<file path="config.mk">
export PLATFORM = sky130hd
export DESIGN_NAME = tsb_ptr_regs
export DESIGN_NICKNAME = d
export VERILOG_FILES = /design/src/rtl/tsbptr_pkg.sv /design/src/rtl/tsbptr_ctrl.sv /design/src/rtl/tsbptr_calc.sv /design/src/rtl/tsbptr_dpath.sv /design/src/rtl/tsb_ptr_regs.sv
export SDC_FILE = /design/constraint.sdc
export NUM_CORES = 1
export LEC_CHECK = 0
export ABC_AREA = 1
export BUFFER_PORTS_ARGS = -buffer_cell sky130_fd_sc_hd__buf_2
export CAP_MARGIN = 10
export CELL_PAD_IN_SITES_DETAIL_PLACEMENT = 2
export CELL_PAD_IN_SITES_GLOBAL_PLACEMENT = 2
export CORE_MARGIN = 2
export CORE_UTILIZATION = 32
export DETAILED_ROUTE_END_ITERATION = 12
export PLACE_DENSITY = 0.84
export SLEW_MARGIN = 20
export SYNTH_ARGS = -nofsm -noshare
export SYNTH_HDL_FRONTEND = slang
export SYNTH_HIERARCHICAL = 1
export SYNTH_SLANG_ARGS = --single-unit
</file>
<file path="constraint.sdc">
create_clock -name clk -period 5 [get_ports clk]
set_clock_uncertainty 0.1 [all_clocks]
set_input_delay 0.5 -clock clk [delete_from_list [all_inputs] [get_ports clk]]
set_output_delay 0.5 -clock clk [all_outputs]
set_load 0.05 [all_outputs]
</file>
<file path="src/rtl/tsbptr_pkg.sv">
package tsbptr_pkg;
  localparam int DATA_W = 64;
  localparam int CTX_W  = 13;
  localparam int OFF_W  = 8;

  localparam logic [OFF_W-1:0] OFF_TT       = 8'h00;
  localparam logic [OFF_W-1:0] OFF_PRI      = 8'h08;
  localparam logic [OFF_W-1:0] OFF_SEC      = 8'h10;
  localparam logic [OFF_W-1:0] OFF_TAG      = 8'h30;
  localparam logic [OFF_W-1:0] OFF_Z_BASE_A = 8'h40;
  localparam logic [OFF_W-1:0] OFF_Z_BASE_B = 8'h48;
  localparam logic [OFF_W-1:0] OFF_Z_CFG    = 8'h50;
  localparam logic [OFF_W-1:0] OFF_N_BASE_A = 8'h58;
  localparam logic [OFF_W-1:0] OFF_N_BASE_B = 8'h60;
  localparam logic [OFF_W-1:0] OFF_N_CFG    = 8'h68;
  localparam logic [OFF_W-1:0] OFF_PART     = 8'h80;
  localparam logic [OFF_W-1:0] OFF_PTR_A    = 8'h90;
  localparam logic [OFF_W-1:0] OFF_PTR_B    = 8'h98;

  typedef enum logic [3:0] {
    SEL_NONE, SEL_TT, SEL_PRI, SEL_SEC, SEL_TAG,
    SEL_ZBA, SEL_ZBB, SEL_ZCFG, SEL_NBA, SEL_NBB, SEL_NCFG,
    SEL_PART, SEL_PTRA, SEL_PTRB
  } regsel_e;

  typedef struct packed {
    logic    wrEn;
    logic    rdEn;
    regsel_e sel;
  } strobe_t;
endpackage

</file>
<file path="src/rtl/tsbptr_ctrl.sv">
module tsbptr_ctrl
  import tsbptr_pkg::*;
#(
  parameter int ADDR_W = 8
) (
  input  logic              clk,
  input  logic              rstN,
  input  logic              reqValid,
  input  logic              reqWrite,
  input  logic [ADDR_W-1:0] reqAddr,
  output strobe_t           strb,
  output logic              rspValid,
  output logic              rspError
);
  regsel_e sel;
  logic    readOnly;
  logic    bad;

  always_comb begin
    sel = SEL_NONE;
    if      (reqAddr == ADDR_W'(OFF_TT))       sel = SEL_TT;
    else if (reqAddr == ADDR_W'(OFF_PRI))      sel = SEL_PRI;
    else if (reqAddr == ADDR_W'(OFF_SEC))      sel = SEL_SEC;
    else if (reqAddr == ADDR_W'(OFF_TAG))      sel = SEL_TAG;
    else if (reqAddr == ADDR_W'(OFF_Z_BASE_A)) sel = SEL_ZBA;
    else if (reqAddr == ADDR_W'(OFF_Z_BASE_B)) sel = SEL_ZBB;
    else if (reqAddr == ADDR_W'(OFF_Z_CFG))    sel = SEL_ZCFG;
    else if (reqAddr == ADDR_W'(OFF_N_BASE_A)) sel = SEL_NBA;
    else if (reqAddr == ADDR_W'(OFF_N_BASE_B)) sel = SEL_NBB;
    else if (reqAddr == ADDR_W'(OFF_N_CFG))    sel = SEL_NCFG;
    else if (reqAddr == ADDR_W'(OFF_PART))     sel = SEL_PART;
    else if (reqAddr == ADDR_W'(OFF_PTR_A))    sel = SEL_PTRA;
    else if (reqAddr == ADDR_W'(OFF_PTR_B))    sel = SEL_PTRB;
  end

  assign readOnly = (sel == SEL_TT) || (sel == SEL_PTRA) || (sel == SEL_PTRB);
  assign bad      = (sel == SEL_NONE) || (reqWrite && readOnly);

  assign strb.sel  = sel;
  assign strb.wrEn = reqValid && reqWrite && !bad;
  assign strb.rdEn = reqValid && !reqWrite && !bad;

  always_ff @(posedge clk or negedge rstN) begin
    if (!rstN) begin
      rspValid <= 1'b0;
      rspError <= 1'b0;
    end else begin
      rspValid <= reqValid;
      rspError <= reqValid && bad;
    end
  end

  // one response per request, exactly one cycle later
  p_rsp_follows_req_r2: assert property (@(posedge clk) disable iff (!rstN)
    reqValid |=> rspValid);
  p_no_spurious_rsp_r2: assert property (@(posedge clk) disable iff (!rstN)
    !reqValid |=> !rspValid);
endmodule

</file>
<file path="src/rtl/tsbptr_calc.sv">
module tsbptr_calc
  import tsbptr_pkg::*;
#(
  parameter bit SPLIT_EN = 1'b0
) (
  input  logic [DATA_W-1:0] tagVal,
  input  logic [DATA_W-1:0] baseVal,
  input  logic [2:0]        pageCode,
  output logic [DATA_W-1:0] ptrOut
);
  localparam int SH_W = 6;

  logic [3:0]        tblSize;
  logic [SH_W-1:0]   shAmt;
  logic [DATA_W-1:0] shifted;
  logic [DATA_W-1:0] window;
  logic [DATA_W-1:0] core;

  assign tblSize = baseVal[3:0];
  assign shAmt   = SH_W'(9) + SH_W'(pageCode) * SH_W'(3);
  assign shifted = tagVal >> shAmt;

  always_comb begin
    for (int i = 0; i < DATA_W; i++) begin
      window[i] = (i >= 4) && (i <= 12 + int'(tblSize));
    end
  end

  assign core = {baseVal[DATA_W-1:13], 13'b0} | (shifted & window);

  generate
    if (SPLIT_EN) begin : g_split
      assign ptrOut = baseVal[12] ? (core | (DATA_W'(1) << (13 + int'(tblSize)))) : core;
    end else begin : g_plain
      logic [10:0] unusedBase;
      assign unusedBase = baseVal[12:2];
      assign ptrOut = core;
    end
  endgenerate
endmodule

</file>
<file path="src/rtl/tsbptr_dpath.sv">
module tsbptr_dpath
  import tsbptr_pkg::*;
#(
  parameter int PART_W = 8
) (
  input  logic              clk,
  input  logic              rstN,
  input  strobe_t           strb,
  input  logic [DATA_W-1:0] reqWdata,
  output logic [DATA_W-1:0] rdData
);
  localparam int NUM_CLS = 2;

  logic [DATA_W-1:0] tagAccess;
  logic [CTX_W-1:0]  priCtx, secCtx;
  logic [PART_W-1:0] partId;
  logic [DATA_W-1:0] baseReg [NUM_CLS][NUM_CLS];
  logic [DATA_W-1:0] cfgReg  [NUM_CLS];
  logic [DATA_W-1:0] ptrWord [NUM_CLS];
  logic [DATA_W-1:0] tagTarget;
  logic [DATA_W-1:0] readMux;
  logic              setIdx;

  always_ff @(posedge clk or negedge rstN) begin
    if (!rstN) begin
      tagAccess <= '0;
      priCtx    <= '0;
      secCtx    <= '0;
      partId    <= '0;
      for (int c = 0; c < NUM_CLS; c++) begin
        cfgReg[c] <= '0;
        for (int p = 0; p < NUM_CLS; p++) baseReg[c][p] <= '0;
      end
    end else if (strb.wrEn) begin
      case (strb.sel)
        SEL_TAG:  tagAccess     <= reqWdata;
        SEL_PRI:  priCtx        <= reqWdata[CTX_W-1:0];
        SEL_SEC:  secCtx        <= reqWdata[CTX_W-1:0];
        SEL_PART: partId        <= reqWdata[PART_W-1:0];
        SEL_ZBA:  baseReg[0][0] <= reqWdata;
        SEL_ZBB:  baseReg[0][1] <= reqWdata;
        SEL_ZCFG: cfgReg[0]     <= reqWdata;
        SEL_NBA:  baseReg[1][0] <= reqWdata;
        SEL_NBB:  baseReg[1][1] <= reqWdata;
        SEL_NCFG: cfgReg[1]     <= reqWdata;
        default: ;
      endcase
    end
  end

  // context zero selects set 0, any other context selects set 1
  assign setIdx = (tagAccess[CTX_W-1:0] != '0);

  generate
    for (genvar g = 0; g < NUM_CLS; g++) begin : g_ptr
      tsbptr_calc #(.SPLIT_EN(g == 1)) u_calc (
        .tagVal  (tagAccess),
        .baseVal (baseReg[setIdx][g]),
        .pageCode(cfgReg[setIdx][2:0]),
        .ptrOut  (ptrWord[g])
      );
    end
  endgenerate

  assign tagTarget = {3'b0, tagAccess[CTX_W-1:0], 6'b0, tagAccess[DATA_W-1:22]};

  always_comb begin
    readMux = '0;
    case (strb.sel)
      SEL_TT:   readMux = tagTarget;
      SEL_PRI:  readMux = DATA_W'(priCtx);
      SEL_SEC:  readMux = DATA_W'(secCtx);
      SEL_TAG:  readMux = tagAccess;
      SEL_PART: readMux = DATA_W'(partId);
      SEL_ZBA:  readMux = baseReg[0][0];
      SEL_ZBB:  readMux = baseReg[0][1];
      SEL_ZCFG: readMux = cfgReg[0];
      SEL_NBA:  readMux = baseReg[1][0];
      SEL_NBB:  readMux = baseReg[1][1];
      SEL_NCFG: readMux = cfgReg[1];
      SEL_PTRA: readMux = ptrWord[0];
      SEL_PTRB: readMux = ptrWord[1];
      default:  readMux = '0;
    endcase
  end

  always_ff @(posedge clk or negedge rstN) begin
    if (!rstN) rdData <= '0;
    else       rdData <= strb.rdEn ? readMux : '0;
  end

  // register state moves only on an accepted write
  p_state_hold_r8: assert property (@(posedge clk) disable iff (!rstN)
    !strb.wrEn |=> ($stable(tagAccess) && $stable(priCtx) && $stable(secCtx)
                    && $stable(partId) && $stable(cfgReg[0]) && $stable(cfgReg[1])
                    && $stable(baseReg[0][0]) && $stable(baseReg[0][1])
                    && $stable(baseReg[1][0]) && $stable(baseReg[1][1])));

  // pointers always address 16-byte entries
  p_ptr_aligned_r6: assert property (@(posedge clk) disable iff (!rstN)
    (ptrWord[0][3:0] == 4'b0) && (ptrWord[1][3:0] == 4'b0));
endmodule

</file>
<file path="src/rtl/tsb_ptr_regs.sv">
module tsb_ptr_regs
  import tsbptr_pkg::*;
#(
  parameter int ADDR_W = 8,
  parameter int PART_W = 8
) (
  input  logic              clk,
  input  logic              rstN,
  input  logic              reqValid,
  input  logic              reqWrite,
  input  logic [ADDR_W-1:0] reqAddr,
  input  logic [63:0]       reqWdata,
  output logic              rspValid,
  output logic              rspError,
  output logic [63:0]       rspRdata
);
  strobe_t strb;

  tsbptr_ctrl #(.ADDR_W(ADDR_W)) u_ctrl (
    .clk     (clk),
    .rstN    (rstN),
    .reqValid(reqValid),
    .reqWrite(reqWrite),
    .reqAddr (reqAddr),
    .strb    (strb),
    .rspValid(rspValid),
    .rspError(rspError)
  );

  tsbptr_dpath #(.PART_W(PART_W)) u_dpath (
    .clk     (clk),
    .rstN    (rstN),
    .strb    (strb),
    .reqWdata(reqWdata),
    .rdData  (rspRdata)
  );

  // an error response carries no data and always comes with rspValid
  p_err_no_data_r8: assert property (@(posedge clk) disable iff (!rstN)
    rspError |-> (rspValid && rspRdata == 64'b0));
endmodule

</file>
==> flow_metrics.env <==
export IMPL_post_place_cells=6371
export IMPL_cts_hold_buffers=2
export IMPL_dr_first_iter_drc_count=3137
export IMPL_cts_buffers=69
export IMPL_clk_pin_slew_ps=70
export IMPL_leakage_nw=19.0
export IMPL_yosysWarnings=6
export IMPL_die_x_microns=330
export IMPL_drv_slew=0
export IMPL_cts_tree="yes"
export IMPL_grt_pass1_vias=40200
export IMPL_routedWlPerCell_microns=26.4
export IMPL_antenna_cells=0
export IMPL_max_freq_ghz=0.220
export IMPL_num_rows=119
export IMPL_finalWirelength_microns=172000
export IMPL_start_util_pct=32.3
export IMPL_cp_start_kind="flip-flop"
export IMPL_r2r_end="u_dpath/rdData[29]"
export IMPL_gp_congestion=1.00
export IMPL_setup_viol_count_final=0
export IMPL_antenna_found_initial=3
export IMPL_avgSynthCellArea_sq_um=6.64
export IMPL_worstPathRequired_ps=5430
export IMPL_vdd_drop_max_v=0.000348
export IMPL_cp_max_fo=28
export IMPL_violations="DRC"
export IMPL_clk_path_buf_depth=3
export IMPL_max_cap_viol_count=0
export IMPL_hold_depth=3
export IMPL_fin_nets=5149
export IMPL_reg2reg_from="u_dpath/tagAccess[3]"
export IMPL_dr_pass1_iters=9
export IMPL_core_area_sq_um=105000
export IMPL_clock_sinks=548
export IMPL_grt_overflow=0
export IMPL_hold_viol=0
export IMPL_hp_start="reqWdata[42]"
export IMPL_min_period_ps=4540
export IMPL_postCtsResizedCells=0
export IMPL_outcome="complete, but fails checks"
export IMPL_place_port_buffers=141
export IMPL_syn_cell_area_sq_um=34000
export IMPL_rsz0062_at_grt="false"
export IMPL_final_period_utilization_pct=90.8
export IMPL_multiInputGateArea_sq_um=17100
export IMPL_fillCellCount=12600
export IMPL_r2r_cells=23
export IMPL_hold_class="in2reg"
export IMPL_cp_end_kind="flip-flop"
export IMPL_grt_max_degree=112
export IMPL_dieArea_sq_um=109000
export IMPL_vias=37400
export IMPL_tightest_slew_ps=1220
export IMPL_cts_setup_buffers=0
export IMPL_power_density_nw_per_um2=274
export IMPL_regArea_sq_um=13700
export IMPL_r2r_setup_slack_ps=460
export IMPL_via_per_inst=5.75
export IMPL_clock_root_buffer="clkbuf_16"
export IMPL_synthCells=5126
export IMPL_die_h_microns=330
export IMPL_clk_latency_ps=660
export IMPL_area_delta_synth_final_pct=12.2
export IMPL_antenna_left=0
export IMPL_relSlewSlack_pct=18.0
export IMPL_cts_htree_levels=3
export IMPL_final_layout_size_suffix_gt1_share_pct=8.83
export IMPL_gr_usage_all_layers_pct=31.4
export IMPL_post_dp_hpwl_microns=111000
export IMPL_stdcell_count=6498
export IMPL_top_level_ports=142
export IMPL_arrival_ps=4970
export IMPL_hold_end="u_dpath/baseReg[106]"
export IMPL_grt_pass1_wl_microns=261000
export IMPL_drc=2
export IMPL_crit_type="reg2reg"
export IMPL_finalSetupTns_ps=0
[flip-flops by register name, indices dropped and copies added (netlist names)]
register and count:
u_dpath/tagAccess 64, u_ctrl/rspError 1, u_dpath/baseReg 256, u_dpath/partId 8
u_dpath/secCtx 13, u_dpath/priCtx 13, u_ctrl/rspValid 1, u_dpath/cfgReg 128
u_dpath/rdData 64
[per-layer routing]
layer,track usage (%),part of all wire [%],up-vias
li1,-,-,16400
met1,40.7,42,19300
met2,51.0,46,1296
met3,4.51,5.8,432
met4,15.7,5.4,4
met5,0,0.015,-
[worst max-delay path, cell delays in order (launching register included)]
cell,delay (ps)
dfrtp_1,430
nor2_1,140
nand2_1,70
nor2_1,140
nand4_1,100
buf_4,280
nand2_1,100
o21ai_0,90
buf_4,190
ha_1,210
fa_1,510
xnor2_4,520
buf_4,260
nand3_1,80
nand2_1,100
nand2_1,60
nand3_1,240
nand2_1,120
nand3_1,110
nand2_1,110
nor2_1,130
nand3_1,100
nand2_1,110
inv_1,80
[layout make-up]
| cell class | instances | area share, % |
|---|---|---|
| Multi-Input combinational cell | 3795 | 44.7 |
| Clock inverter | 28 | 0.891 |
| Timing Repair Buffer | 254 | 4.83 |
| Tap cell | 1391 | 4.56 |
| Clock buffer | 97 | 5.30 |
| Sequential cell | 548 | 35.9 |
| Inverter | 385 | 3.79 |
[through the flow]
step | hold WS, ps | setup WS, ps | area, sq um | util [%] | total power, mW
after CTS | 106 | 519 | 38200 | 36.2 | 10.5
final | 128 | 458 | 38200 | 36.2 | 10.4
after global placement | 365 | 821 | 35800 | 33.9 | 5.10
after global routing | 149 | 255 | 38200 | 36.2 | 10.7
after floorplan | 104 | 24.4 | 34100 | - | 4.82
after detailed placement | 373 | 629 | 35800 | 33.9 | 5.12
[worst max path at each step]
stage | start | to | slack, ps | cells after the start
after CTS | u_dpath/tagAccess[3] | u_dpath/rdData[29] | 520 | 23
after global placement | u_dpath/tagAccess[7] | u_dpath/rdData[4] | 820 | 23
final | u_dpath/tagAccess[3] | u_dpath/rdData[29] | 460 | 23
after floorplan | u_dpath/tagAccess[3] | u_dpath/rdData[24] | 20 | 22
after detailed placement | u_dpath/tagAccess[3] | u_dpath/rdData[24] | 630 | 23
after global routing | u_dpath/tagAccess[3] | u_dpath/rdData[24] | 260 | 25
[where the power goes]
group          switching, mW  internal, mW  total (mW)
registers             0.0418          4.45        4.50
logic                  0.459        0.0955       0.554
clock network           2.24          3.15        5.39
[layout by cell type, fill, tap and decap left out, drive strengths merged, types with 3 or more instances in the layout]
master     n
a21oi     47
a31oi      4
nand2   1757
clkbuf    97
o21ai    654
nor3       9
ha        18
nand4      5
inv      387
o22ai      6
bufinv     6
buf      252
dfrtp    548
a31o       5
nor2     272
o21bai     3
conb       4
clkinv    19
nand3    997
(Power assumes the default switching activity.)
